===== config.mk =====
export PLATFORM = sky130hd
export DESIGN_NAME = serial_regs_irq
export DESIGN_NICKNAME = d
export VERILOG_FILES = /design/src/rtl/serial_reg_pkg.sv /design/src/rtl/serial_addr_dec.sv /design/src/rtl/serial_ctrl_regs.sv /design/src/rtl/serial_irq_unit.sv /design/src/rtl/serial_line_status.sv /design/src/rtl/serial_regs_irq.sv
export SDC_FILE = /design/constraint.sdc
export NUM_CORES = 1
export LEC_CHECK = 0
export ABC_AREA = 1
export BUFFER_PORTS_ARGS = -buffer_cell sky130_fd_sc_hd__buf_4
export CAP_MARGIN = 20
export CORE_UTILIZATION = 31
export CTS_BUF_LIST = sky130_fd_sc_hd__clkbuf_4 sky130_fd_sc_hd__clkbuf_8 sky130_fd_sc_hd__clkbuf_16
export CTS_CLUSTER_SIZE = 16
export DETAILED_ROUTE_END_ITERATION = 10
export GPL_TIMING_DRIVEN = 0
export PLACE_DENSITY = 0.58
export SLEW_MARGIN = 40
export SYNTH_ARGS = -nofsm -noshare
export SYNTH_HDL_FRONTEND = slang
export SYNTH_SLANG_ARGS = --single-unit
export TNS_END_PERCENT = 100

===== constraint.sdc =====
create_clock -name clk -period 1.5 [get_ports clk]
set_input_delay 0.15 -clock clk [delete_from_list [all_inputs] [get_ports clk]]
set_output_delay 0.15 -clock clk [all_outputs]
set_load 0.01 [all_outputs]

===== src/rtl/serial_reg_pkg.sv =====
package serial_reg_pkg;

   // Byte offsets of the register window
   localparam logic [7:0] OFS_ENABLE  = 8'h00;
   localparam logic [7:0] OFS_CTRL    = 8'h01;
   localparam logic [7:0] OFS_LINE    = 8'h02;
   localparam logic [7:0] OFS_FORMAT  = 8'h03;
   localparam logic [7:0] OFS_DATA    = 8'h04;
   localparam logic [7:0] OFS_DIV_LO  = 8'h08;
   localparam logic [7:0] OFS_DIV_HI  = 8'h09;
   localparam logic [7:0] OFS_FSTAT   = 8'h0A;
   localparam logic [7:0] OFS_FSET    = 8'h0B;
   localparam logic [7:0] OFS_PCLR    = 8'h1C;
   localparam logic [7:0] OFS_PSET    = 8'h1D;
   localparam logic [7:0] OFS_IEN     = 8'h1E;
   localparam logic [7:0] OFS_ISTAT   = 8'h1F;

   // Interrupt source positions
   localparam int unsigned SRC_TX = 0;
   localparam int unsigned SRC_RX = 1;
   localparam int unsigned NSRC   = 2;

   // Control bits
   localparam int unsigned CB_RX   = 0;
   localparam int unsigned CB_TX   = 1;
   localparam int unsigned CB_SRST = 2;

   // Line status bits
   localparam int unsigned NERR    = 3;
   localparam int unsigned LB_IDLE = 6;

   // FIFO status bits
   localparam int unsigned FB_RXE = 2;
   localparam int unsigned FB_RXA = 3;
   localparam int unsigned FB_TXF = 4;
   localparam int unsigned FB_TXA = 7;

   typedef struct packed {
      logic enable;
      logic ctrl;
      logic line;
      logic format;
      logic data;
      logic div_lo;
      logic div_hi;
      logic fstat;
      logic fset;
      logic pclr;
      logic pset;
      logic ien;
      logic istat;
   } sel_t;

endpackage


===== src/rtl/serial_addr_dec.sv =====
module serial_addr_dec
   import serial_reg_pkg::*;
#(
   parameter int unsigned AW = 8
) (
   input  logic [AW-1:0] addr,
   output sel_t          sel
);

   function automatic logic hit(input logic [AW-1:0] a, input logic [7:0] ofs);
      return a == AW'(ofs);
   endfunction

   always_comb begin
      sel.enable = hit(addr, OFS_ENABLE);
      sel.ctrl   = hit(addr, OFS_CTRL);
      sel.line   = hit(addr, OFS_LINE);
      sel.format = hit(addr, OFS_FORMAT);
      sel.data   = hit(addr, OFS_DATA);
      sel.div_lo = hit(addr, OFS_DIV_LO);
      sel.div_hi = hit(addr, OFS_DIV_HI);
      sel.fstat  = hit(addr, OFS_FSTAT);
      sel.fset   = hit(addr, OFS_FSET);
      sel.pclr   = hit(addr, OFS_PCLR);
      sel.pset   = hit(addr, OFS_PSET);
      sel.ien    = hit(addr, OFS_IEN);
      sel.istat  = hit(addr, OFS_ISTAT);
   end

endmodule


===== src/rtl/serial_ctrl_regs.sv =====
module serial_ctrl_regs
   import serial_reg_pkg::*;
#(
   parameter int unsigned BAUD_W = 16
) (
   input  logic              clk,
   input  logic              rst_n,
   input  logic              wr,
   input  logic              sel_enable,
   input  logic              sel_ctrl,
   input  logic              sel_format,
   input  logic              sel_div_lo,
   input  logic              sel_div_hi,
   input  logic              sel_fset,
   input  logic [7:0]        wdata,
   output logic              port_en,
   output logic              ctrl_rx,
   output logic              ctrl_tx,
   output logic              srst,
   output logic              flush,
   output logic [7:0]        format_q,
   output logic [BAUD_W-1:0] div_q,
   output logic [7:0]        fset_q
);

   localparam int unsigned HI_W = BAUD_W - 8;

   assign srst = wr & sel_ctrl & wdata[CB_SRST];

   always_ff @(posedge clk or negedge rst_n) begin
      if (!rst_n) begin
         port_en  <= 1'b0;
         ctrl_rx  <= 1'b0;
         ctrl_tx  <= 1'b0;
         flush    <= 1'b0;
         format_q <= '0;
         fset_q   <= '0;
      end else begin
         flush <= srst;
         if (wr && sel_enable) port_en <= wdata[0];
         if (wr && sel_ctrl) begin
            ctrl_rx <= wdata[CB_RX];
            ctrl_tx <= wdata[CB_TX];
         end
         if (wr && sel_format) format_q <= wdata;
         if (wr && sel_fset)   fset_q   <= wdata;
      end
   end

   always_ff @(posedge clk or negedge rst_n) begin
      if (!rst_n) begin
         div_q <= '0;
      end else begin
         if (wr && sel_div_lo) div_q[7:0]        <= wdata;
         if (wr && sel_div_hi) div_q[BAUD_W-1:8] <= wdata[HI_W-1:0];
      end
   end

endmodule


===== src/rtl/serial_irq_unit.sv =====
module serial_irq_unit
   import serial_reg_pkg::*;
#(
   parameter bit SET_WINS = 1'b1
) (
   input  logic            clk,
   input  logic            rst_n,
   input  logic            wr,
   input  logic            sel_pclr,
   input  logic            sel_pset,
   input  logic            sel_ien,
   input  logic [NSRC-1:0] wbits,
   input  logic [NSRC-1:0] hw_evt,
   input  logic            port_en,
   input  logic            srst,
   output logic [NSRC-1:0] pend,
   output logic [NSRC-1:0] ien,
   output logic            irq
);

   for (genvar i = 0; i < NSRC; i++) begin : g_src
      logic raise;
      logic drop;
      logic nxt;

      assign raise = (wr & sel_pset & wbits[i]) | (hw_evt[i] & port_en);
      assign drop  = wr & sel_pclr & wbits[i];

      if (SET_WINS) begin : g_setwin
         assign nxt = raise | (pend[i] & ~drop);
      end else begin : g_clrwin
         assign nxt = (raise | pend[i]) & ~drop;
      end

      always_ff @(posedge clk or negedge rst_n) begin
         if (!rst_n)    pend[i] <= 1'b0;
         else if (srst) pend[i] <= 1'b0;
         else           pend[i] <= nxt;
      end
   end

   always_ff @(posedge clk or negedge rst_n) begin
      if (!rst_n)              ien <= '0;
      else if (wr && sel_ien)  ien <= wbits;
   end

   assign irq = port_en & (|(pend & ien));

endmodule


===== src/rtl/serial_line_status.sv =====
module serial_line_status
   import serial_reg_pkg::*;
(
   input  logic            clk,
   input  logic            rst_n,
   input  logic            port_en,
   input  logic            srst,
   input  logic [NERR-1:0] evt,
   input  logic            tx_idle,
   input  logic            rx_empty,
   input  logic            rx_almost,
   input  logic            tx_full,
   input  logic            tx_almost,
   output logic [NERR-1:0] errs,
   output logic [7:0]      line_val,
   output logic [7:0]      fstat_val
);

   for (genvar e = 0; e < NERR; e++) begin : g_err
      always_ff @(posedge clk or negedge rst_n) begin
         if (!rst_n)                  errs[e] <= 1'b0;
         else if (srst)               errs[e] <= 1'b0;
         else if (evt[e] && port_en)  errs[e] <= 1'b1;
      end
   end

   always_comb begin
      line_val          = '0;
      line_val[NERR-1:0] = errs;
      line_val[LB_IDLE] = tx_idle;
      fstat_val         = '0;
      fstat_val[FB_RXE] = rx_empty;
      fstat_val[FB_RXA] = rx_almost;
      fstat_val[FB_TXF] = tx_full;
      fstat_val[FB_TXA] = tx_almost;
   end

endmodule


===== src/rtl/serial_regs_irq.sv =====
module serial_regs_irq
   import serial_reg_pkg::*;
#(
   parameter int unsigned AW       = 8,
   parameter int unsigned BAUD_W   = 16,
   parameter bit          SET_WINS = 1'b1
) (
   input  logic              clk,
   input  logic              rst_n,
   input  logic              wr_en,
   input  logic              rd_en,
   input  logic [AW-1:0]     addr,
   input  logic [7:0]        wdata,
   output logic [7:0]        rdata,
   output logic              port_on,
   output logic              rx_on,
   output logic              tx_on,
   output logic              fifo_flush,
   output logic [7:0]        frame_cfg,
   output logic [BAUD_W-1:0] baud_div,
   output logic [7:0]        fifo_cfg,
   output logic              tx_push,
   output logic [7:0]        tx_byte,
   output logic              rx_pop,
   input  logic [7:0]        rx_byte,
   input  logic              rx_empty,
   input  logic              rx_almost,
   input  logic              tx_full,
   input  logic              tx_almost,
   input  logic              tx_idle,
   input  logic              err_parity,
   input  logic              err_frame,
   input  logic              err_overrun,
   output logic              irq
);

   if (AW < 5) begin : g_bad_aw
      $error("serial_regs_irq: AW must be at least 5");
   end
   if (BAUD_W < 9 || BAUD_W > 16) begin : g_bad_baud
      $error("serial_regs_irq: BAUD_W must lie in 9..16");
   end

   sel_t            sel;
   logic            ctrl_rx;
   logic            ctrl_tx;
   logic            srst;
   logic [NSRC-1:0] pend;
   logic [NSRC-1:0] ien;
   logic [NSRC-1:0] hw_evt;
   logic [NERR-1:0] errs;
   logic [7:0]      line_val;
   logic [7:0]      fstat_val;
   logic [15:0]     div16;
   logic [7:0]      rd_mux;

   serial_addr_dec #(.AW(AW)) u_dec (
      .addr (addr),
      .sel  (sel)
   );

   serial_ctrl_regs #(.BAUD_W(BAUD_W)) u_ctrl (
      .clk        (clk),
      .rst_n      (rst_n),
      .wr         (wr_en),
      .sel_enable (sel.enable),
      .sel_ctrl   (sel.ctrl),
      .sel_format (sel.format),
      .sel_div_lo (sel.div_lo),
      .sel_div_hi (sel.div_hi),
      .sel_fset   (sel.fset),
      .wdata      (wdata),
      .port_en    (port_on),
      .ctrl_rx    (ctrl_rx),
      .ctrl_tx    (ctrl_tx),
      .srst       (srst),
      .flush      (fifo_flush),
      .format_q   (frame_cfg),
      .div_q      (baud_div),
      .fset_q     (fifo_cfg)
   );

   always_comb begin
      hw_evt         = '0;
      hw_evt[SRC_TX] = tx_almost;
      hw_evt[SRC_RX] = rx_almost;
   end

   serial_irq_unit #(.SET_WINS(SET_WINS)) u_irq (
      .clk      (clk),
      .rst_n    (rst_n),
      .wr       (wr_en),
      .sel_pclr (sel.pclr),
      .sel_pset (sel.pset),
      .sel_ien  (sel.ien),
      .wbits    (wdata[NSRC-1:0]),
      .hw_evt   (hw_evt),
      .port_en  (port_on),
      .srst     (srst),
      .pend     (pend),
      .ien      (ien),
      .irq      (irq)
   );

   serial_line_status u_line (
      .clk       (clk),
      .rst_n     (rst_n),
      .port_en   (port_on),
      .srst      (srst),
      .evt       ({err_overrun, err_frame, err_parity}),
      .tx_idle   (tx_idle),
      .rx_empty  (rx_empty),
      .rx_almost (rx_almost),
      .tx_full   (tx_full),
      .tx_almost (tx_almost),
      .errs      (errs),
      .line_val  (line_val),
      .fstat_val (fstat_val)
   );

   assign rx_on   = port_on & ctrl_rx;
   assign tx_on   = port_on & ctrl_tx;
   assign tx_push = wr_en & sel.data & port_on;
   assign rx_pop  = rd_en & sel.data & port_on;
   assign tx_byte = wdata;
   assign div16   = 16'(baud_div);

   always_comb begin
      rd_mux = '0;
      if (sel.enable)      rd_mux = {7'b0, port_on};
      else if (sel.ctrl)   rd_mux = {6'b0, ctrl_tx, ctrl_rx};
      else if (sel.line)   rd_mux = line_val;
      else if (sel.format) rd_mux = frame_cfg;
      else if (sel.data)   rd_mux = rx_byte;
      else if (sel.div_lo) rd_mux = div16[7:0];
      else if (sel.div_hi) rd_mux = div16[15:8];
      else if (sel.fstat)  rd_mux = fstat_val;
      else if (sel.fset)   rd_mux = fifo_cfg;
      else if (sel.pset)   rd_mux = 8'(pend);
      else if (sel.ien)    rd_mux = 8'(ien);
      else if (sel.istat)  rd_mux = 8'(pend & ien);
   end

   assign rdata = rd_en ? rd_mux : 8'h00;

endmodule


==> impl_metrics.json, run 1 <==
{
  "area_growth_pct": 50.7,
  "fin_crit_ns": 1.65,
  "syn_area_per_cell_sq_um": 7.74,
  "die_w_um": 92.8,
  "worst_ep_required_time_ns": 1.35,
  "final_nets": 481,
  "cp_slowest_cell": "dfrtp_1",
  "synth_nets": 366,
  "diodes": 0,
  "fmax_mhz": 607,
  "cts_tree": "built",
  "htree_levels": 2,
  "hold_viol": 0,
  "crit_buf_inv": 1,
  "dr.pass1.iters": 4,
  "ys_ff_latch": 43,
  "design_area_sq_um": 3850,
  "ant_nets": 0,
  "min-delay-start": "wr_en",
  "status": "finished, violations left",
  "rsz0062_at_grt": "yes",
  "final.setup.tns_ns": -0.701,
  "yosys_most_used_dff": "dfrtp_1",
  "rrSetupSlack_ns": 0.61,
  "dpl.hpwl_um": 5940,
  "fp.dieH_um": 92.8,
  "synth.distinct_cells": 31,
  "worst_path_most_repeated_cell": "nand2_1",
  "globalRouteMet2Util_pct": 31.0,
  "grt_busiest_layer": "met2",
  "syn_inst": 330,
  "rows": 32,
  "async_flop_share_pct": 100,
  "synth_top_area_share_pct": 42.1,
  "violations": "negative setup slack",
  "cp-end-kind": "output port",
  "grt_util_met1_pct": 26.2,
  "critical_path_class": "flop to output port",
  "grt_use_total_pct": 19.2,
  "maxCapViolCount": 0,
  "ioPinCount": 91,
  "cellLeakagePower_nw": 1.97,
  "grt_pass1_wl_um": 12800,
  "grt_pass1_vias": 2491,
  "tightest_slew_ns": 0.550,
  "path_delay_family": "simple AND/OR/NAND/NOR gates",
  "startpoint_type": "flop",
  "grt_overflow_total": 0,
  "cp_cell_sequence": "nand3_1 -> nand2_1 -> nand3_1 -> nand2_1 -> nand2_2 -> nand4_1 -> nand2_1 -> a21oi_2 -> buf_4",
  "grt_use_met3_pct": 4.02,
  "syn_area_sq_um": 2550,
  "cts.clk_slew.worst_paths_ns": 0.08,
  "grt_antenna_before_repair": 0,
  "fin_skew_ns": 0.00211,
  "io_buffers": 90,
  "cts_num_sinks": 43,
  "synth_warnings": 0,
  "slew_headroom_pct": 63.3,
  "synthTopCellsByArea": "dfrtp_1 42%, nand2_1 14%, o21ai_2 5.5%, inv_1 5.4%, o21ai_0 3.9%",
  "start_util_pct": 32.6,
  "cts_buffers": 5,
  "fin_crit_sh_pct": 110,
  "slowest_delay_ns": 0.40,
  "final.setup.worst_slack_ns": -0.149,
  "fillers": 839,
  "drt_iter0_markers": 97,
  "core_sq_um": 7850,
  "startpoint": "u_irq.pend[1]",
  "wirelength_um": 8200,
  "cts_buffer_depth": 2,
  "vias": 2597,
  "grt_max_degree": 44,
  "placed_area_sq_um": 3360,
  "drt-vias-per-instance": 4.75,
  "drc_errors": 0,
  "powerDensity_nw_per_um2": 693,
  "synth_edf_count": 0,
  "die_area_sq_um": 8610,
  "cp_data_arrival_time_ns": 1.50,
  "r2r_start": "u_ctrl.port_en",
  "root_buffer": "clkbuf_8",
  "wl_per_cell_um": 15.0,
  "globalplace.congestion": 0.890,
  "seq_area_frac_synth_pct": 42.1,
  "path_max_fanout": 3,
  "slew_viol_final": 0,
  "synth_largest_area_cell": "dfrtp_1",
  "vdd_drop_max_mv": 0.295,
  "setup_violations": 8,
  "clk_latency_ns": 0.29,
  "hold_class": "input port to flop",
  "drive_above_1_share_pct": 47.2
}
==> where the power goes <==
| group | switching [W] | internal, W | total (W) |
|---|---|---|---|
| clock | 0.000400 | 0.000362 | 0.000762 |
| sequential | 0.0000901 | 0.00126 | 0.00135 |
| combinational | 0.000284 | 0.000274 | 0.000558 |
==> flip-flops by register name (all words and copies together), names as in the netlist <==
signal and flops:
u_ctrl.port_en 1, u_ctrl.ctrl_tx 1, u_ctrl.flush 1, u_line.errs 3, u_irq.ien 2, u_irq.pend 2
u_ctrl.format_q 8, u_ctrl.fset_q 8, u_ctrl.ctrl_rx 1, u_ctrl.div_q 16
==> kinds of logic (layout without fill, tap and decap cells) <==
kind of cell | Yosys count | after routing | synth area share, %
buffers and inverters | 60 | 173 | 10.7
AO/OA/AOI/OAI | 74 | 74 | 17.8
flip-flops | 43 | 43 | 42.1
AND/OR/NAND/NOR | 153 | 155 | 29.4
==> worst register-to-register path, stage by stage (launching register included) <==
cell	delay (ns)
dfrtp_2	0.48
a22oi_1	0.21
a21oi_1	0.09
==> per-layer routing <==
metal | wire length, um | share of wire, % | vias to the layer above
met4 | 102 | 1.2 | 0
met3 | 592 | 7.2 | 10
li1 | - | - | 1299
met1 | 3650 | 45 | 1183
met2 | 3850 | 47 | 105
met5 | 0 | 0 | -
==> what timing repair did <==
| action | CTS | global route |
|---|---|---|
| hold buffers | 1 | 0 |
| buffers inserted | 10 | 6 |
| endpoints found under the setup margin | 11 | 18 |
| cloned | 2 | 0 |
| gates resized for setup | 40 | 30 |
| pin swaps | 15 | 17 |
| hold endpoints to repair | 43 | 0 |
==> path summary, 6_finish.rpt <==
kind,end,cells after the start
max reg2reg,u_irq.pend[0],2
min,u_ctrl.port_en,2
min reg2reg,u_line.errs[2],2
min in group asynchronous,u_ctrl.ctrl_rx,2
max in group asynchronous,u_ctrl.port_en,2
max,rdata[1],9
==> stage by stage <==
stage	std cells	utilization [%]	hold slack (ns)	setup slack [ns]	total power, W
2_1_floorplan	330	-	-0.146	0.174	0.00157
3_3_place_gp	522	42.8	0.175	-0.283	0.00183
3_5_place_dp	522	42.8	0.180	-0.295	0.00184
4_1_cts	541	47.2	0.134	-0.134	0.00269
5_1_grt	547	49.1	0.148	-0.280	0.00280
6_report	547	49.1	0.146	-0.149	0.00267
==> Yosys cell counts, types with 3 or more instances <==
library cell and instances:
a31oi_1 3, nand2_1 97, a21oi_1 15, nand2_4 3, nor2_2 9, inv_2 7, nand4_1 5, inv_1 37
o21ai_1 13, nor3_1 4, nor2_8 3, clkbuf_1 3, a41oi_1 3, dfrtp_1 43, o21ai_2 16, o21ai_0 20
nor2_1 6, buf_4 8, nand3_1 19
==> cell type report <==
class	instances	area (sq um)	share of cell area [%]
Inverter	46	190	4.94
Multi-Input combinational cell	229	1390	36.0
Clock buffer	6	82.6	2.14
Tap cell	102	128	3.31
Clock inverter	1	5.00	0.130
Sequential cell	43	1080	28.0
Buffer	13	103	2.66
Timing Repair Buffer	107	880	22.8
==> cells in the final DEF, fill, tap and decap left out, types with 11 or more instances in the layout <==
master | netlist | layout
o21ai_0 | 20 | 17
nor2_4 | 2 | 11
dfrtp_1 | 43 | 42
o21ai_2 | 16 | 19
buf_4 | 8 | 102
nand3_1 | 19 | 16
o21ai_1 | 13 | 13
nand2_2 | 2 | 12
nand2_1 | 97 | 85
inv_1 | 37 | 32
No activity file was read; power rests on OpenSTA's default activity.
==> run 2, diff against run 1 <==
- ABC_CLOCK_PERIOD_IN_PS: unset -> 1500
- PLACE_DENSITY: 0.58 -> 0.57
- SYNTH_HIERARCHICAL: unset -> 1
==> run 2 against run 1 <==
Sequential cell count unchanged. Design area increased by 8.1%. Count of clock-buffer cells in the layout increased by 1. The run ends with design-rule violations, negative setup slack left. Register-to-register slack about the same. Fmax decreased by 12%. Highest routed layer unchanged.
==> impl_metrics.json, run 2 <==
{
  "ant_nets": 0,
  "fmax_mhz": 537,
  "vdd_drop_max_mv": 0.317,
  "instances_no_fill": 638,
  "synth_warnings": 6,
  "cts_tree": "built",
  "start_util_pct": 32.3,
  "grt_overflow_total": 0,
  "synth.distinct_cells": 27,
  "drc_errors": 6,
  "grt_pass1_vias": 3006,
  "drt_iter0_markers": 133,
  "syn_area_per_cell_sq_um": 6.99,
  "dr.pass1.iters": 7,
  "fp.dieH_um": 97.8,
  "wl_per_cell_um": 14.4,
  "cellLeakagePower_nw": 2.21,
  "syn_inst": 407,
  "final_nets": 565,
  "top_register": "u_ctrl/div_q",
  "final.setup.tns_ns": -2.50,
  "cts_num_sinks": 43,
  "io_buffers": 87,
  "slew_headroom_pct": 62.6,
  "status": "finished, violations left",
  "worst_ep_required_time_ns": 1.35,
  "cts_buffers": 5,
  "root_buffer": "clkbuf_8",
  "design_area_sq_um": 4160,
  "area_growth_pct": 46.3,
  "slew_viol_final": 0,
  "startpoint": "addr[6]",
  "syn_area_sq_um": 2850,
  "synth_common_cells": "147 x nand2_1, 49 x nand3_1, 43 x dfrtp_1",
  "yosys_most_used_dff": "dfrtp_1",
  "ys_ff_latch": 43,
  "cp-end-kind": "output port",
  "async_flop_share_pct": 100,
  "drt-vias-per-instance": 4.80,
  "diodes": 0,
  "maxCapViolCount": 0,
  "endpoint": "rdata[2]",
  "cts_buffer_depth": 2,
  "cp_data_arrival_time_ns": 1.71,
  "hold_class": "input port to flop",
  "die_w_um": 97.8,
  "cts.clk_slew.worst_paths_ns": 0.09,
  "rows": 34,
  "critical_path_class": "input port to output port",
  "hold_viol": 0,
  "synth_edf_count": 0,
  "clk_latency_ns": 0.30,
  "die_area_sq_um": 9560,
  "layout_common_cells": "141 x nand2_1, 129 x buf_4, 49 x nand3_1",
  "globalplace.congestion": 0.791,
  "vias": 3063,
  "seq_area_frac_synth_pct": 37.8,
  "synth_top_area_share_pct": 37.8,
  "utilization_pct": 47.3,
  "violations": "design-rule violations, negative setup slack",
  "htree_levels": 2,
  "grt_pass1_wl_um": 14500,
  "synth_largest_area_cell": "dfrtp_1",
  "core_sq_um": 8810,
  "dp.cells": 609,
  "placed_area_sq_um": 3690,
  "reg.largest.list": "u_ctrl/div_q (16), u_ctrl/format_q (8), u_ctrl/fset_q (8)",
  "largest_register_ffs": 16,
  "synthTopCellsByArea": "dfrtp_1 38%, nand2_1 19%, nand3_1 8.6%, buf_4 7.4%, a21oi_1 4.7%",
  "dpl.hpwl_um": 6640,
  "fin_crit_ns": 1.86,
  "rrSetupSlack_ns": 0.61,
  "fin_skew_ns": 0.00123,
  "path_max_fanout": 6,
  "powerDensity_nw_per_um2": 638,
  "r2r-end": "u_irq/pend[1]",
  "r2r_start": "u_ctrl/port_en",
  "rsz0062_at_grt": "yes",
  "ioPinCount": 91,
  "drive_above_1_share_pct": 38.5,
  "fin_crit_sh_pct": 124,
  "setup_violations": 9,
  "tightest_slew_ns": 0.561,
  "rr_worst_depth": 4,
  "final.setup.worst_slack_ns": -0.364,
  "startpoint_type": "input port",
  "grt_max_degree": 44,
  "grt_use_total_pct": 19.3,
  "yosysMostFrequentCell": "nand2_1",
  "wirelength_um": 9160,
  "final_common_cell": "nand2_1",
  "grt_antenna_before_repair": 0
}
==> run 2: cell types whose count changed in the layout (fill, tap and decap cells not counted), sizes merged, moves of 2 or more <==
cell / delta
a31oi: -2
nand4: -5
buf: +25
o21ai: -32
inv: -18
conb: +8
nor2: +15
nand3: +30
o211ai: +8
nor3: -4
nand2: +51
a41oi: -3
a21oi: +12
==> run 2: metrics by stage <==
stage          hold slack (ns)  setup WS, ns  power [W]
2_1_floorplan           -0.146       0.00597    0.00152
3_3_place_gp             0.191        -0.542    0.00177
3_5_place_dp             0.190        -0.584    0.00178
4_1_cts                 0.0918        -0.338    0.00265
5_1_grt                  0.101        -0.537    0.00276
6_report                0.0968        -0.364    0.00266
==> run 2: critical path, stage by stage <==
cell and delay, ns:
buf_6 0.09, nor2_4 0.17, nand2_4 0.12, nor2_4 0.15, inv_4 0.07, nor2_8 0.14
nand2_1 0.07, nand2_1 0.07, o211ai_1 0.11, nand3_1 0.12, o21ai_1 0.07, nand2_1 0.05
o21ai_1 0.07, a21oi_2 0.11, buf_4 0.13
==> run 2: where the power goes <==
part | total [W] | switching (W) | internal [W]
Combinational | 0.000510 | 0.000264 | 0.000246
Sequential | 0.00130 | 0.0000698 | 0.00123
Clock | 0.000845 | 0.000425 | 0.000419
Total | 0.00266 | 0.000759 | 0.00190
==> run 2: final cells by class <==
class,instances,area [sq um]
Clock inverter,1,7.51
Multi-Input combinational cell,306,1600
Sequential cell,43,1080
Buffer,38,307
Fill cell,892,4640
Clock buffer,7,96.3
Inverter,28,113
Timing Repair Buffer,107,823
Tap cell,108,135
==> run 2: cell families (layout without fill, tap and decap cells) <==
| family | Yosys count | count (layout) | share of synthesized area [%] |
|---|---|---|---|
| and+or+nand+nor | 241 | 242 | 36.9 |
| buffers and inverters | 66 | 181 | 14.3 |
| AOI/OAI and AO/OA | 56 | 56 | 10.9 |
| DFF | 43 | 43 | 37.8 |
| other | 1 | 8 | 0.132 |
==> run 2: what timing repair did <==
| item | in CTS | in global routing |
|---|---|---|
| setup endpoints to repair | 9 | 15 |
| endpoints found under the hold margin | 43 | 0 |
| hold buffers | 1 | 0 |
| gates cloned | 2 | 0 |
| pin swaps | 12 | 9 |
| buffers inserted | 10 | 8 |
| resized for setup | 39 | 19 |
==> run 2: metal layers <==
metal | share of wire, % | vias up | wire (um) | GRT usage [%]
met5 | 0 | - | 0 | 0
met4 | 1.8 | 0 | 163 | 7.11
met3 | 5.3 | 13 | 482 | 2.86
met2 | 47 | 109 | 4340 | 32.6
met1 | 46 | 1418 | 4170 | 25.1
li1 | - | 1523 | - | -
==> run 2: how the worst min path moves through the flow <==
stage | cells after the start | to | start | slack (ns)
2_1_floorplan | 0 | u_ctrl/ctrl_rx | rst_n | -0.15
3_3_place_gp | 1 | u_ctrl/format_q[6] | rst_n | 0.19
3_5_place_dp | 1 | u_ctrl/format_q[4] | rst_n | 0.19
4_1_cts | 3 | u_line/errs[0] | err_parity | 0.09
5_1_grt | 3 | u_line/errs[0] | err_parity | 0.10
6_report | 3 | u_line/errs[0] | err_parity | 0.1
